$ cat src/rtl/seg_scan_pkg.sv
package seg_scan_pkg;

  localparam int SEG_W = 7;

  typedef logic [SEG_W-1:0] seg_t;

  localparam seg_t SEG_DARK  = 7'h00;
  localparam seg_t SEG_CHR_O = 7'h3F;
  localparam seg_t SEG_CHR_F = 7'h71;
  localparam seg_t SEG_CHR_L = 7'h38;

  // Segment order gfedcba, active high; codes above 9 stay dark.
  function automatic seg_t bcd_to_seg(input logic [3:0] code);
    seg_t s;
    case (code)
      4'd0:    s = 7'h3F;
      4'd1:    s = 7'h06;
      4'd2:    s = 7'h5B;
      4'd3:    s = 7'h4F;
      4'd4:    s = 7'h66;
      4'd5:    s = 7'h6D;
      4'd6:    s = 7'h7D;
      4'd7:    s = 7'h07;
      4'd8:    s = 7'h7F;
      4'd9:    s = 7'h6F;
      default: s = SEG_DARK;
    endcase
    return s;
  endfunction

endpackage

$ cat src/rtl/scan_timer.sv
module scan_timer #(
  parameter int NUM_DIGITS = 4,
  parameter int SLOT_CLKS  = 512,
  parameter int BLANK_CLKS = 16,
  localparam int CNT_W = $clog2(SLOT_CLKS),
  localparam int IDX_W = (NUM_DIGITS > 1) ? $clog2(NUM_DIGITS) : 1
) (
  input  logic             clk_i,
  input  logic             rst_ni,
  output logic [IDX_W-1:0] slot_idx_o,
  output logic             blank_o
);

  localparam logic [CNT_W-1:0] LAST_CNT  = CNT_W'(SLOT_CLKS - 1);
  localparam logic [CNT_W-1:0] BLANK_END = CNT_W'(BLANK_CLKS);
  localparam logic [IDX_W-1:0] LAST_IDX  = IDX_W'(NUM_DIGITS - 1);

  logic [CNT_W-1:0] cnt_q, cnt_d;
  logic [IDX_W-1:0] idx_q, idx_d;
  logic             slot_end;

  always_comb begin
    slot_end = (cnt_q == LAST_CNT);
    cnt_d    = slot_end ? '0 : cnt_q + 1'b1;
    idx_d    = idx_q;
    if (slot_end) begin
      idx_d = (idx_q == LAST_IDX) ? '0 : idx_q + 1'b1;
    end
  end

  always_ff @(posedge clk_i or negedge rst_ni) begin
    if (!rst_ni) begin
      cnt_q <= '0;
      idx_q <= '0;
    end else begin
      cnt_q <= cnt_d;
      idx_q <= idx_d;
    end
  end

  assign slot_idx_o = idx_q;
  assign blank_o    = (cnt_q < BLANK_END);

  // leaving the last count of a slot moves to another digit
  p_slot_advance_r2: assert property (@(posedge clk_i) disable iff (!rst_ni)
    (cnt_q == LAST_CNT) |=> (idx_q != $past(idx_q)));

  // the first count of a slot always lies in the dark gap
  p_gap_at_start_r3: assert property (@(posedge clk_i) disable iff (!rst_ni)
    (cnt_q == LAST_CNT) |=> blank_o);

endmodule

$ cat src/rtl/digit_select.sv
module digit_select
  import seg_scan_pkg::*;
#(
  parameter int NUM_DIGITS = 4,
  localparam int IDX_W = (NUM_DIGITS > 1) ? $clog2(NUM_DIGITS) : 1,
  localparam int DIG_W = NUM_DIGITS * 4
) (
  input  logic [DIG_W-1:0] digits_i,
  input  logic [IDX_W-1:0] slot_idx_i,
  input  logic             ovf_i,
  output seg_t             seg_o
);

  localparam logic [IDX_W-1:0] LAST_IDX = IDX_W'(NUM_DIGITS - 1);

  seg_t             ovf_pat [NUM_DIGITS];
  logic [IDX_W-1:0] pos;
  logic [3:0]       code;
  logic             lead_slot;

  // Overflow text on the three lowest positions, the rest dark.
  for (genvar p = 0; p < NUM_DIGITS; p++) begin : g_ovf_text
    if (p == 2) begin : g_o
      assign ovf_pat[p] = SEG_CHR_O;
    end else if (p == 1) begin : g_f
      assign ovf_pat[p] = SEG_CHR_F;
    end else if (p == 0) begin : g_l
      assign ovf_pat[p] = SEG_CHR_L;
    end else begin : g_dark
      assign ovf_pat[p] = SEG_DARK;
    end
  end

  always_comb begin
    pos       = LAST_IDX - slot_idx_i;
    code      = digits_i[{pos, 2'b00} +: 4];
    lead_slot = (slot_idx_i == '0);
    if (ovf_i) begin
      seg_o = ovf_pat[pos];
    end else if (lead_slot && code == 4'd0) begin
      seg_o = SEG_DARK;
    end else begin
      seg_o = bcd_to_seg(code);
    end
  end

endmodule

$ cat src/rtl/enable_decode.sv
module enable_decode #(
  parameter int NUM_DIGITS = 4,
  localparam int IDX_W = (NUM_DIGITS > 1) ? $clog2(NUM_DIGITS) : 1
) (
  input  logic [IDX_W-1:0]      slot_idx_i,
  input  logic                  active_i,
  output logic [NUM_DIGITS-1:0] en_o
);

  // Slot 0 lights the top enable bit, the last slot lights bit 0.
  for (genvar g = 0; g < NUM_DIGITS; g++) begin : g_en
    assign en_o[g] = active_i && (slot_idx_i == IDX_W'(NUM_DIGITS - 1 - g));
  end

endmodule

$ cat src/rtl/seg_scanner.sv
module seg_scanner
  import seg_scan_pkg::*;
#(
  parameter int NUM_DIGITS = 4,
  parameter int SLOT_CLKS  = 512,
  parameter int BLANK_CLKS = 16,
  localparam int IDX_W = (NUM_DIGITS > 1) ? $clog2(NUM_DIGITS) : 1,
  localparam int DIG_W = NUM_DIGITS * 4
) (
  input  logic                  clk_i,
  input  logic                  rst_ni,
  input  logic [DIG_W-1:0]      digits_i,
  input  logic                  sign_i,
  input  logic                  ovf_i,
  output logic [SEG_W-1:0]      seg_o,
  output logic [NUM_DIGITS-1:0] dig_en_o,
  output logic                  sign_o
);

  logic [1:0]            rst_sync_q;
  logic                  rst_n_int;
  logic [IDX_W-1:0]      slot_idx;
  logic                  blank;
  seg_t                  seg_sel;
  logic [NUM_DIGITS-1:0] en_sel;

  seg_t                  seg_q, seg_d;
  logic [NUM_DIGITS-1:0] en_q, en_d;
  logic                  sign_q, sign_d;

  // Reset: asserted at once, released after two clock edges.
  always_ff @(posedge clk_i or negedge rst_ni) begin
    if (!rst_ni) begin
      rst_sync_q <= '0;
    end else begin
      rst_sync_q <= {rst_sync_q[0], 1'b1};
    end
  end
  assign rst_n_int = rst_sync_q[1];

  scan_timer #(
    .NUM_DIGITS(NUM_DIGITS),
    .SLOT_CLKS (SLOT_CLKS),
    .BLANK_CLKS(BLANK_CLKS)
  ) timer_i (
    .clk_i     (clk_i),
    .rst_ni    (rst_n_int),
    .slot_idx_o(slot_idx),
    .blank_o   (blank)
  );

  digit_select #(
    .NUM_DIGITS(NUM_DIGITS)
  ) select_i (
    .digits_i  (digits_i),
    .slot_idx_i(slot_idx),
    .ovf_i     (ovf_i),
    .seg_o     (seg_sel)
  );

  enable_decode #(
    .NUM_DIGITS(NUM_DIGITS)
  ) enable_i (
    .slot_idx_i(slot_idx),
    .active_i  (!blank),
    .en_o      (en_sel)
  );

  always_comb begin
    seg_d  = blank ? SEG_DARK : seg_sel;
    en_d   = en_sel;
    sign_d = sign_i;
  end

  always_ff @(posedge clk_i or negedge rst_n_int) begin
    if (!rst_n_int) begin
      seg_q  <= SEG_DARK;
      en_q   <= '0;
      sign_q <= 1'b0;
    end else begin
      seg_q  <= seg_d;
      en_q   <= en_d;
      sign_q <= sign_d;
    end
  end

  assign seg_o    = seg_q;
  assign dig_en_o = en_q;
  assign sign_o   = sign_q;

  // never two digits lit together
  p_onehot_r2: assert property (@(posedge clk_i) disable iff (!rst_n_int)
    $onehot0(dig_en_o));

  // sign follows its input one clock later
  p_sign_follow_r8: assert property (@(posedge clk_i) disable iff (!rst_n_int)
    1'b1 |=> (sign_o == $past(sign_i)));

  // overflow keeps the leading slot dark
  p_ovf_lead_dark_r7: assert property (@(posedge clk_i) disable iff (!rst_n_int)
    ($past(ovf_i) && dig_en_o[NUM_DIGITS-1]) |-> (seg_o == SEG_DARK));

  // a zero leading digit shows no segments
  p_lead_zero_r5: assert property (@(posedge clk_i) disable iff (!rst_n_int)
    ($past(digits_i[DIG_W-1 -: 4] == 4'd0) && dig_en_o[NUM_DIGITS-1])
      |-> (seg_o == SEG_DARK));

endmodule

$ cat config.mk
export PLATFORM = sky130hd
export DESIGN_NAME = seg_scanner
export DESIGN_NICKNAME = d
export VERILOG_FILES = /design/src/rtl/seg_scan_pkg.sv /design/src/rtl/scan_timer.sv /design/src/rtl/digit_select.sv /design/src/rtl/enable_decode.sv /design/src/rtl/seg_scanner.sv
export SDC_FILE = /design/constraint.sdc
export NUM_CORES = 1
export LEC_CHECK = 0
export BUFFER_PORTS_ARGS = -buffer_cell sky130_fd_sc_hd__clkbuf_2
export CAP_MARGIN = 20
export CORE_MARGIN = 8
export CORE_UTILIZATION = 52
export DETAILED_ROUTE_END_ITERATION = 8
export PLACE_DENSITY_LB_ADDON = 0.1
export RECOVER_POWER = 50
export SLEW_MARGIN = 30
export SYNTH_ARGS = -nofsm -noshare
export SYNTH_HDL_FRONTEND = slang
export SYNTH_SLANG_ARGS = --single-unit
$ cat constraint.sdc
create_clock -name clk_i -period 1.1 [get_ports clk_i]
set_input_delay 0.11 -clock clk_i [delete_from_list [all_inputs] [get_ports clk_i]]
set_output_delay 0.11 -clock clk_i [all_outputs]
set_load 0.01 [all_outputs]
# Word-level counts from Yosys, hierarchy flattened
# Memories as Yosys holds them, arrays and structs flattened.
# Cells that the tools add are included.
# totals
register_bits	25
mem_bits_ro	112
input_bits	20
elab_cells	34
mem_count	1
# mem_list
name	words	width	read_ports	rd_clocked_by_memory_dff	wr	line	source
(no name shown)	16	7	1	0	0	seg_scan_pkg.sv:15	case (code)
# op_classes
n_addsub	3
magnitude_cmp	2
eq_ne	4
shifts	1
muxes	8
n_bitwise	1
n_reduce_logical	8
# ops
op	n
$mux 7	5
$shiftx 16x5->4	1
$bmux 7 s2	1
$add 9x1->9 const B	1
$eq 9x9->1 const B	1
$lt 9x5->1 const B	1
$mux 9	1
$logic_and 1x1->1	5
$eq 2x2->1 const B	2
$logic_not 4->1	1
$ge 3x3->1 const B	1
$not 2->3	1
$add 2x1->2 const B	1
$eq 2x1->1 const B	1
$logic_not 2->1	1
$mux 2	1
$sub 2x2->2 const A	1
$logic_not 1->1	1

# Logic depth before layout (Yosys ltp)
# Gate-level depths: netlist (run 1).
# logic_depth
depth_word	7
depth_mapped	8
depth_no_buf	7

# By module
# A second synthesis (run 1) with hierarchy kept.
# unflattened
hier_cells	123
hier_area_um2	1357.6
# by_module_without_submodules
module	n_inst	cells_per_inst	area_each_um2	seq_area_each_um2
scan_timer	1	45	495.5	275.3
digit_select	1	51	422.9	0.0
seg_scanner	1	23	401.6	350.3
enable_decode	1	4	37.5	0.0

# Least setup slack after synthesis (run 1)
# No wires, ideal clock.
# synth_path
kind	register to register
from	register timer_i.idx_q[0], in the netlist timer_i.slot_idx_o[0]
to	register seg_q[2], in the netlist seg_o[2]
setup_ns	0.076
arrival_time_ns	1.892
required_ns	1.024
slack_ns	-0.869
path_stages_with_launch	6
period_less_slack_ns	1.969
cell_sequence	dfrtp_1 > buf_6 > mux4_2 > or3b_1 > a211o_1 > o21ai_1
# synth_via
elab_chain_cells	7
# synth_rtl
element	line	source
start, declared	scan_timer.sv:19	logic [IDX_W-1:0] idx_q, idx_d;
start signal, assigned	scan_timer.sv:37	idx_q <= idx_d;
parallel branches: the longest is 5 deep, another holds $mem_v2 16x7	-	
$mux 7 (*)	digit_select.sv:38	if (ovf_i) begin
$mux 7 (*)	seg_scanner.sv:70	seg_d = blank ? SEG_DARK : seg_sel;
via seg_d[2]	seg_scanner.sv:27	seg_t seg_q, seg_d;
end signal, assigned	seg_scanner.sv:81	seg_q <= seg_d;
end, declared	seg_scanner.sv:27	
# Mark *: on every way through the listed nets, which the timed path passes. The select of a mux whose other input is x is not followed.
# A chain may end at the register's enable or synchronous reset.

# Worst setup path in the final report (run 1)
# Ends and elaborated chain as after synthesis.

==> impl_metrics.json, run 1 <==
{
  "htree_num_levels": 1,
  "grtUsageMet1_pct": 18.7,
  "final_layout_size_suffix_gt1_share_pct": 56.0,
  "synth_seq_cells": 25,
  "r2r_end": "seg_o[2]",
  "fmax_mhz": 511,
  "avgViaCountPerCell": 5.20,
  "synth_sequential_area_ratio_pct": 48.7,
  "critical_path.max_stage_delay_ns": 0.55,
  "clk_latency_ns": 0.31,
  "syn_area_sq_um": 1280,
  "grt_setup_unrepaired": "true",
  "die_y_um": 65.7,
  "setup.reg_to_reg.worst_slack_ns": -0.86,
  "maximum_clock_insertion_buffer_count": 2,
  "placement_cell_area_sq_um": 1720,
  "critPathCaptureType": "flip-flop",
  "globalRouteTotalUtil_pct": 14.3,
  "final-hold-violation-count": 0,
  "routed_wire_length_per_instance_um": 15.0,
  "synth_cell_type_count": 32,
  "detailed_place_hpwl_um": 2280,
  "routability_driven_placement_congestion_ratio": 0.811,
  "drtPass1Iterations": 4,
  "critical_path_depth": 4,
  "start_util_pct": 53.3,
  "finalSetupViolCount": 22,
  "grtUsageMet3_pct": 3.57,
  "vdd.ir_drop.worst_mv": 0.830,
  "clkSinkCount": 25,
  "placement.io_buffers": 31,
  "maxCapViolCount": 0,
  "regArea_sq_um": 627,
  "series_of_cell_instances_along_the_critical_path": "mux4_2 -> or3b_4 -> a211o_4 -> o21ai_1",
  "synthDominantAreaCellType": "dfrtp_1",
  "netlist_instances": 117,
  "yosys_warnings": 0,
  "syn2layout_area_growth_pct": 49.6,
  "grt_pass1_vias": 1102,
  "startpoint": "timer_i.slot_idx_o[0]",
  "grt_util_met2_pct": 21.9,
  "via_count": 1113,
  "power_mw": 1.59,
  "failed_checks": "setup timing",
  "setup_tns_ns": -9.90,
  "design.die.area_sq_um": 4310,
  "reg2reg_from": "timer_i.slot_idx_o[0]",
  "finish.net_count": 216,
  "cts_tree": "yes",
  "status": "finished with violations",
  "reg2regPathDepth": 4,
  "syn_nets": 148,
  "async_flop_share_pct": 100,
  "antenna_cells": 0,
  "maximum_clock_skew_at_final_layout_ns": 0.00988,
  "worstHoldPathType": "in -> async",
  "final_util_pct": 79.7,
  "cell_class_contributing_the_biggest_share_of_worst_path_delay": "multiplexers",
  "worst-slew-pin-transition_ns": 0.562,
  "grt_antenna_before_repair": 0,
  "finalInstanceArea_sq_um": 1920,
  "worst_ep_arrival_time_ns": 2.21,
  "period_share_pct": 178,
  "design.core.area_sq_um": 2410,
  "post-route-worst-setup-slack_ns": -0.855,
  "ys_top_cells_by_area": "dfrtp_1, ha_1, mux4_2",
  "die_w_um": 65.7,
  "placement_rows": 18,
  "fillers": 145,
  "critical-path-slowest-cell": "mux4_2",
  "clock_tree.root_cell": "clkbuf_4",
  "yosys.cell_count.top_type": "dfrtp_1",
  "worst-setup-path-type": "reg -> reg",
  "cts.reportedPaths.clkPinSlew_ns": 0.14,
  "layout_min_cycle_time_ns": 1.96,
  "synth_enable_flop_cells": 0,
  "cp_max_fo": 5,
  "critPathBufInv": 0,
  "drv_slew": 0,
  "cp_data_required_time_ns": 1.35,
  "multi_input_comb_area_sq_um": 757,
  "dr.first_iter.drc_count": 30,
  "numCtsBuffers": 3,
  "synth.avg_cell_area_sq_um": 11.0,
  "ant_nets": 0,
  "synth.cells.most_frequent": "dfrtp_1, nor2_1, ha_1",
  "cellPowerDensity_nw_per_um2": 827,
  "pin_count": 32,
  "synthDominantCellAreaShare_pct": 48.7,
  "grt_first_pass_wirelength_um": 4790,
  "grt_overflow_total": 0,
  "route.final.wire_length_um": 3220,
  "grt_max_degree": 24,
  "grt.busiest_layer": "met2",
  "cellLeakagePower_nw": 0.907,
  "synth-main-ff-cell": "dfrtp_1",
  "worst_case_headroom_to_the_max_slew_limit_pct": 62.5,
  "drc": 0,
  "worstSetupStartpointType": "flip-flop"
}
-- layout by cell type, fill, tap and decap left out, types with 4 or more instances in the layout --
| cell | count |
|---|---|
| ha_1 | 7 |
| nor2_1 | 5 |
| clkbuf_2 | 31 |
| dfrtp_1 | 24 |
| mux4_2 | 4 |
| o22ai_1 | 4 |
| nor2_4 | 4 |
| nor2b_1 | 5 |
| buf_4 | 29 |
| inv_1 | 5 |
| nor2_2 | 4 |
-- cells by family after synthesis --
kind of cell	after synthesis	synth area share, %
simple gates	40	15.9
flops	25	48.7
compound gates	19	9.36
fa+ha+maj	11	10.7
buf+inv	11	3.80
xor+xnor	5	3.41
mux	5	7.80
other cells	1	0.292
-- registers in the layout, summed over array words and instances (netlist names) --
register and flops:
timer_i.cnt_q 9, timer_i.slot_idx_o 2, dig_en_o 4, rst_sync_q 2, seg_o 7, sign_o 1
-- per-layer routing --
| layer | share of wire, % | wire (um) | up-vias |
|---|---|---|---|
| li1 | - | - | 532 |
| met1 | 48 | 1530 | 549 |
| met2 | 46 | 1470 | 30 |
| met3 | 6.2 | 201 | 2 |
| met4 | 0.65 | 21 | 0 |
| met5 | 0 | 0 | - |
-- worst max-delay path by stage --
stage / endpoint
after floorplan: seg_o[1]
after global placement: seg_o[2]
after detailed placement: seg_o[1]
after CTS: seg_o[1]
after global routing: seg_o[2]
final: seg_o[2]
-- final cells by class --
cell class | count | area share [%]
Clock buffer | 3 | 1.17
Clock inverter | 1 | 0.261
Timing Repair Buffer | 67 | 23.2
Multi-Input combinational cell | 81 | 39.4
Sequential cell | 25 | 32.6
Tap cell | 30 | 1.95
Inverter | 7 | 1.37
-- repair_timing --
item,in CTS,in global routing
endpoints found under the hold margin,3,0
pin swaps,5,6
buffers inserted,5,2
hold buffers,2,0
endpoints found under the setup margin,22,22
gates resized for setup,13,17
-- stage by stage --
step           hold slack [ns]  setup slack (ns)  std cells
4_1_cts                 0.0957            -0.801        212
5_1_grt                 0.0886            -0.892        214
2_1_floorplan           -0.186            -0.806        117
6_report                 0.108            -0.855        214
3_3_place_gp            -0.103            -0.767        202
3_5_place_dp            -0.101            -0.818        202
-- power by group --
part	total, mW	switching (mW)	internal [mW]
combinational	0.231	0.113	0.118
sequential	0.948	0.00654	0.941
clock	0.409	0.273	0.136
total	1.59	0.393	1.19
No activity file was read; power rests on OpenSTA's default activity.
==> inputs of run 2 (changes only) <==
==> constraint.sdc (replaced) <==
create_clock -name clk_i -period 1.1 [get_ports clk_i]
set_input_delay 0.11 -clock clk_i [delete_from_list [all_inputs] [get_ports clk_i]]
set_output_delay 0.11 -clock clk_i [all_outputs]
set_load 0.1 [all_outputs]
==> run 2 against run 1 <==
  * Clock power up 6.6%
  * Sequential share of layout area fell by 2.9 points
  * Cell count is 1.9% higher
  * Critical path depth unchanged
  * Largest cell class unchanged
  * Clock skew decreased by 0.0031 ns
  * Die area stayed put
  * Combinational power rose by 82%
  * The flow still finishes with violations (setup timing)
  * First-iteration DRC count grew 10%
  * Global-route usage increased by 0.85 points
==> impl_metrics.json, run 2 (synthesized netlist as in run 1, its figures left out) <==
{
  "critical-path-slowest-cell": "mux4_2",
  "layout_common_cells": "buf_4, dfrtp_1, clkbuf_2",
  "grt_pass1_vias": 1266,
  "maxCapViolCount": 0,
  "regArea_sq_um": 627,
  "worst-setup-path-type": "reg -> reg",
  "cp_data_required_time_ns": 1.36,
  "routability_driven_placement_congestion_ratio": 0.825,
  "avgViaCountPerCell": 5.40,
  "finalNonFillerCells": 218,
  "largest_register": "timer_i.cnt_q",
  "clock_tree.root_cell": "clkbuf_4",
  "drc": 0,
  "route.final.wire_length_um": 3790,
  "reg2regPathDepth": 4,
  "start_util_pct": 53.3,
  "globalRouteTotalUtil_pct": 15.1,
  "worst_ep_arrival_time_ns": 2.23,
  "numCtsBuffers": 3,
  "dr.first_iter.drc_count": 33,
  "final_layout_size_suffix_gt1_share_pct": 54.8,
  "worst-slew-pin-transition_ns": 0.564,
  "grt_antenna_before_repair": 0,
  "worstHoldPathType": "in -> async",
  "worstSetupStartpointType": "flip-flop",
  "antenna_cells": 0,
  "r2r_end": "seg_o[2]",
  "finish.net_count": 220,
  "detailed_place_hpwl_um": 2320,
  "cts.reportedPaths.clkPinSlew_ns": 0.15,
  "final_common_cell": "buf_4",
  "reg2reg_from": "timer_i.slot_idx_o[0]",
  "die_w_um": 65.7,
  "drv_slew": 0,
  "drtPass1Iterations": 4,
  "critical_path.max_stage_delay_ns": 0.56,
  "placement_rows": 18,
  "via_count": 1177,
  "placement.io_buffers": 31,
  "grt_setup_unrepaired": "true",
  "grt_overflow_total": 0,
  "finalSetupViolCount": 22,
  "maximum_clock_insertion_buffer_count": 2,
  "post-route-worst-setup-slack_ns": -0.870,
  "vdd.ir_drop.worst_mv": 0.626,
  "multi_input_comb_area_sq_um": 731,
  "critPathCaptureType": "flip-flop",
  "setup.reg_to_reg.worst_slack_ns": -0.87,
  "layout_min_cycle_time_ns": 1.97,
  "status": "finished with violations",
  "cellLeakagePower_nw": 0.973,
  "largest_register_ffs": 9,
  "pin_count": 32,
  "series_of_cell_instances_along_the_critical_path": "mux4_2 -> or3b_1 -> a211o_1 -> o21ai_1",
  "ant_nets": 0,
  "clkSinkCount": 25,
  "final-hold-violation-count": 0,
  "setup_tns_ns": -11.59,
  "cts_tree": "yes",
  "die_y_um": 65.7,
  "design.die.area_sq_um": 4310,
  "cp_max_fo": 5,
  "clk_latency_ns": 0.33,
  "grt_first_pass_wirelength_um": 5340,
  "routed_wire_length_per_instance_um": 17.4,
  "maximum_clock_skew_at_final_layout_ns": 0.00678,
  "fmax_mhz": 508,
  "grt_max_degree": 24,
  "syn2layout_area_growth_pct": 64.1,
  "numPlacedInstances": 202,
  "fillers": 113,
  "htree_num_levels": 1,
  "failed_checks": "setup timing",
  "period_share_pct": 179,
  "cellPowerDensity_nw_per_um2": 862,
  "worst_case_headroom_to_the_max_slew_limit_pct": 62.4,
  "design.core.area_sq_um": 2410
}
## run 2: repair_timing
item                       4_1_cts  5_1_grt
buffers inserted                 2        8
pin swaps                        5        7
hold buffers                     2        0
gates resized for setup         11       16
hold endpoints to repair         3        0
setup endpoints to repair       22       22
## run 2: per-stage QoR
step | total power, mW | util, % | worst slack, ns | hold slack (ns) | cell area, sq um
6_report | 1.82 | 87.4 | -0.870 | 0.0688 | 2110
5_1_grt | 1.89 | 87.4 | -0.912 | 0.0423 | 2110
4_1_cts | 1.81 | 82.9 | -0.786 | 0.0871 | 2000
3_5_place_dp | 1.38 | 78.7 | -0.811 | -0.100 | 1900
3_3_place_gp | 1.37 | 78.7 | -0.764 | -0.103 | 1900
2_1_floorplan | 1.20 | - | -0.806 | -0.186 | 1350
## run 2: layout make-up
cell class / instances / share of cell area [%]
inverters: 7 / 1.25
flip-flops and latches: 25 / 29.8
clock inverters: 1 / 0.356
clock buffers: 3 / 1.07
repair buffers: 71 / 31.1
well taps: 30 / 1.78
multi-input cells: 81 / 34.7
## run 2: layer usage
| layer | share of wire, % | GRT usage (%) | up-vias |
|---|---|---|---|
| li1 | - | - | 540 |
| met1 | 41 | 19.3 | 577 |
| met2 | 50 | 25.0 | 51 |
| met3 | 6.6 | 4.59 | 9 |
| met4 | 1.9 | 2.45 | 0 |
| met5 | 0 | 0 | - |
## run 2: where the power goes
group | switching [mW] | internal (mW) | total (mW)
sequential | 0.0171 | 0.942 | 0.959
combinational | 0.249 | 0.171 | 0.421
clock | 0.297 | 0.139 | 0.436
## run 2: critical path: cells and delay by family (launching register included)
kind	cells	cell delay (ns)
multiplexers	1	0.56
flip-flops	1	0.44
AND/OR/NAND/NOR	1	0.38
AO/OA/AOI/OAI	2	0.52
## run 2: worst max-delay path by stage
| stage | from | endpoint | slack [ns] |
|---|---|---|---|
| finish | timer_i.slot_idx_o[0] | seg_o[2] | -0.87 |
| CTS | timer_i.slot_idx_o[0] | seg_o[1] | -0.79 |
| floorplan | timer_i.slot_idx_o[0] | seg_o[1] | -0.81 |
| detailed placement | timer_i.slot_idx_o[0] | seg_o[0] | -0.81 |
| global placement | timer_i.slot_idx_o[0] | seg_o[2] | -0.76 |
| global route | timer_i.slot_idx_o[0] | seg_o[5] | -0.91 |
